<file path="src/rtl/sd_dat_engine.sv">
module sd_dat_engine #(
  parameter int BLK_BYTES = 512
) (
  input  logic       clk,
  input  logic       rst_n,
  input  logic       width_wr,
  input  logic       width_wide,
  input  logic       tx_start,
  input  logic [7:0] tx_byte,
  output logic       tx_take,
  input  logic       rx_start,
  output logic [7:0] rx_byte,
  output logic       rx_valid,
  output logic       rx_done,
  output logic       rx_crc_err,
  output logic       rx_frame_err,
  output logic       st_valid,
  output logic       st_accept,
  output logic       st_crc_bad,
  output logic       wr_busy,
  input  logic [3:0] dat_i,
  output logic [3:0] dat_o,
  output logic [3:0] dat_oe
);
  localparam int BW = $clog2(BLK_BYTES + 1);
  localparam logic [BW-1:0] LAST_BYTE = BW'(BLK_BYTES - 1);

  typedef enum logic [3:0] {
    IDLE, T_START, T_DATA, T_CRC, T_END, S_WAIT, S_BITS, S_BUSY,
    R_WAIT, R_DATA, R_CRC, R_END
  } state_t;

  state_t state;
  logic wide_q;
  logic [7:0] sh;
  logic [2:0] bit_q;
  logic [BW-1:0] byte_q;
  logic [3:0] cnt;
  logic [2:0] tok;
  logic [3:0][15:0] crc;
  logic crc_bad;

  function automatic logic [15:0] crc_step(logic [15:0] c, logic b);
    return {c[14:0], 1'b0} ^ ((b ^ c[15]) ? 16'h1021 : 16'h0000);
  endfunction

  wire [3:0] act = wide_q ? 4'hF : 4'h1;
  wire last_bit = wide_q ? (bit_q == 3'd1) : (bit_q == 3'd7);
  wire last_byte = byte_q == LAST_BYTE;
  wire [7:0] rx_next = wide_q ? {sh[3:0], dat_i} : {sh[6:0], dat_i[0]};
  wire in_tx = state inside {T_START, T_DATA, T_CRC, T_END};

  assign dat_oe = in_tx ? act : 4'h0;
  assign tx_take = (state == T_START) || (state == T_DATA && last_bit && !last_byte);
  assign wr_busy = state == S_BUSY;

  always_comb begin
    dat_o = 4'hF;
    case (state)
      T_START: dat_o = ~act;
      T_DATA:  dat_o = wide_q ? sh[7:4] : {3'b111, sh[7]};
      T_CRC:   for (int l = 0; l < 4; l++) dat_o[l] = crc[l][15] | ~act[l];
      default: dat_o = 4'hF;
    endcase
  end

  always_comb begin
    crc_bad = 1'b0;
    for (int l = 0; l < 4; l++)
      if (act[l] && crc[l] != 16'h0) crc_bad = 1'b1;
  end

  always_ff @(posedge clk or negedge rst_n)
    if (!rst_n) crc <= '0;
    else
      for (int l = 0; l < 4; l++)
        if (state == T_START || state == R_WAIT) crc[l] <= 16'h0;
        else if (state == T_DATA) crc[l] <= crc_step(crc[l], dat_o[l]);
        else if (state == R_DATA || state == R_CRC) crc[l] <= crc_step(crc[l], dat_i[l]);
        else if (state == T_CRC) crc[l] <= {crc[l][14:0], 1'b0};

  always_ff @(posedge clk or negedge rst_n) begin
    if (!rst_n) begin
      state <= IDLE; wide_q <= 1'b0; sh <= '0; bit_q <= '0; byte_q <= '0;
      cnt <= '0; tok <= '0; rx_byte <= '0; rx_valid <= 1'b0; rx_done <= 1'b0;
      rx_crc_err <= 1'b0; rx_frame_err <= 1'b0;
      st_valid <= 1'b0; st_accept <= 1'b0; st_crc_bad <= 1'b0;
    end else begin
      rx_valid <= 1'b0;
      rx_done <= 1'b0;
      st_valid <= 1'b0;
      case (state)
        IDLE: begin
          if (width_wr) wide_q <= width_wide;
          if (tx_start) state <= T_START;
          else if (rx_start) state <= R_WAIT;
        end
        T_START: begin
          sh <= tx_byte; bit_q <= '0; byte_q <= '0; state <= T_DATA;
        end
        T_DATA: begin
          if (last_bit) begin
            bit_q <= '0;
            if (last_byte) begin state <= T_CRC; cnt <= '0; end
            else begin byte_q <= byte_q + 1'b1; sh <= tx_byte; end
          end else begin
            bit_q <= bit_q + 1'b1;
            sh <= wide_q ? {sh[3:0], 4'h0} : {sh[6:0], 1'b0};
          end
        end
        T_CRC: begin
          cnt <= cnt + 1'b1;
          if (cnt == 4'd15) state <= T_END;
        end
        T_END: state <= S_WAIT;
        S_WAIT: if (!dat_i[0]) begin state <= S_BITS; cnt <= '0; end
        S_BITS: begin
          if (cnt == 4'd3) begin
            st_valid <= 1'b1;
            st_accept <= tok == 3'b010;
            st_crc_bad <= tok == 3'b101;
            state <= S_BUSY;
          end else begin
            tok <= {tok[1:0], dat_i[0]};
            cnt <= cnt + 1'b1;
          end
        end
        S_BUSY: if (dat_i[0]) state <= IDLE;
        R_WAIT: if (!dat_i[0]) begin
          state <= R_DATA; bit_q <= '0; byte_q <= '0;
        end
        R_DATA: begin
          sh <= rx_next;
          if (last_bit) begin
            rx_byte <= rx_next; rx_valid <= 1'b1; bit_q <= '0;
            if (last_byte) begin state <= R_CRC; cnt <= '0; end
            else byte_q <= byte_q + 1'b1;
          end else bit_q <= bit_q + 1'b1;
        end
        R_CRC: begin
          cnt <= cnt + 1'b1;
          if (cnt == 4'd15) state <= R_END;
        end
        R_END: begin
          rx_done <= 1'b1;
          rx_crc_err <= crc_bad;
          rx_frame_err <= |(act & ~dat_i);
          state <= IDLE;
        end
        default: state <= IDLE;
      endcase
    end
  end

  p_start_low_r3: assert property (@(posedge clk) disable iff (!rst_n)
    $rose(|dat_oe) |-> (dat_o & dat_oe) == 4'h0);
  p_end_high_r3: assert property (@(posedge clk) disable iff (!rst_n)
    $fell(|dat_oe) |-> $past(dat_o & dat_oe) == $past(dat_oe));
  p_narrow_drive_r2: assert property (@(posedge clk) disable iff (!rst_n)
    (!wide_q && |dat_oe) |-> dat_oe == 4'b0001);
  p_width_hold_r11: assert property (@(posedge clk) disable iff (!rst_n)
    (state != IDLE) |=> $stable(wide_q));
  p_token_excl_r6: assert property (@(posedge clk) disable iff (!rst_n)
    st_valid |-> !(st_accept && st_crc_bad));
  p_busy_quiet_r7: assert property (@(posedge clk) disable iff (!rst_n)
    wr_busy |-> dat_oe == 4'h0);
  p_take_driving_r5: assert property (@(posedge clk) disable iff (!rst_n)
    tx_take |-> |dat_oe);
endmodule

</file>
<file path="config.mk">
export PLATFORM = sky130hd
export DESIGN_NAME = sd_dat_engine
export DESIGN_NICKNAME = d
export VERILOG_FILES = /design/src/rtl/sd_dat_engine.sv
export SDC_FILE = /design/constraint.sdc
export NUM_CORES = 1
export LEC_CHECK = 0
export BUFFER_PORTS_ARGS = -buffer_cell sky130_fd_sc_hd__clkbuf_2
export CAP_MARGIN = 0
export CORE_UTILIZATION = 30
export DETAILED_ROUTE_END_ITERATION = 10
export GPL_TIMING_DRIVEN = 0
export PLACE_DENSITY = 0.57
export SYNTH_ARGS = -nofsm -noshare
export SYNTH_HDL_FRONTEND = slang
export SYNTH_SLANG_ARGS = --single-unit
export TNS_END_PERCENT = 20
</file>
<file path="constraint.sdc">
create_clock -name clk -period 2.5 [get_ports clk]
set_clock_uncertainty 0.15 [all_clocks]
set_input_delay 0.125 -clock clk [delete_from_list [all_inputs] [get_ports clk]]
set_output_delay 0.125 -clock clk [all_outputs]
set_load 0.05 [all_outputs]
</file>
==> impl_metrics.env <==
export IMPL_outcome="completed"
export IMPL_rows=48
export IMPL_async_flop_share=1.00
export IMPL_cap_violations=0
export IMPL_chipWidth_um=136
export IMPL_h_tree_depth=3
export IMPL_crit_fanout=10
export IMPL_drtPass1Iterations=4
export IMPL_ys_flop_type="dfrtp_1"
export IMPL_synth_edf_count=0
export IMPL_synth_fp_nets=531
export IMPL_hold_class="primary input to register"
export IMPL_grt_pass1_vias=4155
export IMPL_drcViolationCount=0
export IMPL_slew_headroom=0.407
export IMPL_synth_top_cell_area_share=0.518
export IMPL_cp_data_required_time_ns=2.59
export IMPL_yosysUniqueCellTypes=62
export IMPL_final_nets=593
export IMPL_dp_hpwl_um=9770
export IMPL_cp_start_kind="register"
export IMPL_insertion_delay_ns=0.36
export IMPL_peakVddDrop_uv=466
export IMPL_cts_root_buffer="clkbuf_16"
export IMPL_syn_instance_count=510
export IMPL_antenna_found_initial=0
export IMPL_p_per_area_nw_per_um2=907
export IMPL_avgSynthCellArea_um2=10.6
export IMPL_track_usage=0.158
export IMPL_drtIter0Drc=365
export IMPL_setup_viol=0
export IMPL_arrival_ns=2.49
export IMPL_viasPerCell=5.46
export IMPL_hold_viol=0
export IMPL_yosysMostFrequentCell="dfrtp_1"
export IMPL_fp_dieH_um=136
export IMPL_wl_per_cell_um=17.3
export IMPL_synth_area_leaders="dfrtp_1 52%, a22o_1 9.1%, nand2_1 3.1%"
export IMPL_cts_max_path_buffers=2
export IMPL_grt_max_degree=113
export IMPL_synth_common_cells="112 x dfrtp_1, 56 x a22o_1, 44 x nand2_1"
export IMPL_synth_cell_area_um2=5410
export IMPL_tightest_slew_ns=0.889
export IMPL_io_buffers=42
export IMPL_design_die_area_um2=18600
export IMPL_ys_ff_latch=112
export IMPL_ant_nets=0
export IMPL_total_power_mw=5.81
export IMPL_io_pins=43
export IMPL_clk_pin_slew_ns=0.07
export IMPL_routed_wl_um=13900
export IMPL_synth_area_leader_cell="dfrtp_1"
export IMPL_start_util=0.310
export IMPL_antenna_cells=0
export IMPL_gp_congestion=0.848
export IMPL_drive_gt1_frac=0.191
export IMPL_ys_warn_count=0
export IMPL_fp_coreArea_um2=17500
export IMPL_maxSlewViolCount=0
export IMPL_gr_total_overflow=0
export IMPL_min_period_over_period=0.961
export IMPL_clock_sinks=112
export IMPL_fmax_mhz=416
export IMPL_critical_path_class="register to register"
export IMPL_tritoncts="built"
export IMPL_p_leak_nw=2.95
export IMPL_vias=4376
export IMPL_hold_worst_slack_ns=0.0223
export IMPL_rsz0062_at_grt="true"
export IMPL_period_needed_ns=2.40
export IMPL_numCtsBuffers=9
export IMPL_ys_seq_area_frac=0.518
export IMPL_endpoint_kind="register"
export IMPL_area_growth_pct=18.3
export IMPL_grt_pass1_wl_um=22400
## logic make-up (layout without fill, tap and decap cells)
group	after synthesis	in the layout	synth area share
mux	23	23	0.0472
fa+ha+maj	3	3	0.00694
xor+xnor	5	5	0.00809
flops	112	112	0.518
compound gates	150	150	0.212
simple gates	169	169	0.169
buf+inv	48	115	0.0393
## report_power, final
group	internal (mW)	switching (mW)	total, mW	leakage [nW]
Combinational	0.682	0.544	1.23	1.43
Sequential	2.43	0.616	3.05	1.37
Clock	0.844	0.688	1.53	0.151
## path summary, 6_finish.rpt
check                          start        end  slack [ns]  cells past startpoint
max in group asynchronous      rst_n     tok[1]        1.30                      2
hold / removal              dat_i[1]      sh[1]        0.02                      3
setup reg to reg            state[0]     cnt[1]         0.1                      6
hold reg to reg            byte_q[8]  byte_q[8]        0.34                      1
min in group asynchronous      rst_n     crc[3]        0.28                      2
setup / recovery            state[0]     cnt[1]         0.1                      6
## layout make-up
class	count	area, um^2
inverter	14	52.6
multi-input combinational	350	2460
tap	225	282
sequential	112	2800
buffer	32	163
clock inverter	4	57.6
fill	1742	11100
clock buffer	12	256
timing repair buffer	53	332
## per-layer routing
metal | track usage | wire, um | up-vias | share of wire
met5 | 0 | 0 | - | 0
met1 | 0.212 | 6440 | 2235 | 0.46
li1 | - | - | 2046 | -
met3 | 0.0418 | 634 | 11 | 0.046
met2 | 0.250 | 6660 | 84 | 0.48
met4 | 0.0432 | 139 | 0 | 0.010
## state kept, by name, summed over array words and instances (netlist names)
signal and flops:
bit_q 3, byte_q 10, cnt 4, crc 64
rx_byte 8, rx_crc_err 1, rx_done 1, rx_frame_err 1
rx_valid 1, sh 8, st_accept 1, st_crc_bad 1
st_valid 1, state 4, tok 3, wide_q 1
## worst max-delay path, stage by stage (launching register included)
cell	delay, ns
dfrtp_1	0.38
buf_2	0.18
and4bb_2	0.31
nor2_1	0.29
a21oi_1	0.16
or3_1	0.48
mux2_1	0.33
## per-stage QoR
stage,std cells,TNS [ns],instance area [um^2],worst slack [ns],util
final,802,0,6400,0.0973,0.366
after global routing,802,-0.106,6400,-0.0440,0.366
after detailed placement,777,-0.120,5910,-0.0209,0.338
after global placement,777,-50.23,5900,-0.458,0.338
after floorplan,510,0,5410,0.271,-
after CTS,802,0,6320,0.00983,0.362
## layout by cell type (no fill, tap or decap), types with 6 or more instances in the layout
cell,count
o211ai_1,9
clkbuf_1,12
a22o_1,56
o21ai_0,20
nor2_1,27
clkbuf_2,44
dlygate4sd3_1,9
nor4_1,17
buf_2,10
dfrtp_1,112
nor2b_1,11
mux2i_1,12
buf_4,6
mux2_2,6
nand3_1,18
inv_1,14
nor3_1,6
nand2_1,43
a31oi_1,11
a21oi_1,15
nand4_1,6
clkbuf_16,9
## what timing repair did
item	CTS	global route
hold buffers	9	0
resized for setup	5	19
buffers inserted	0	2
endpoints found under the setup margin	20	71
hold endpoints to repair	120	0
pin swaps	1	1
Power figures use the tool's default switching activity.
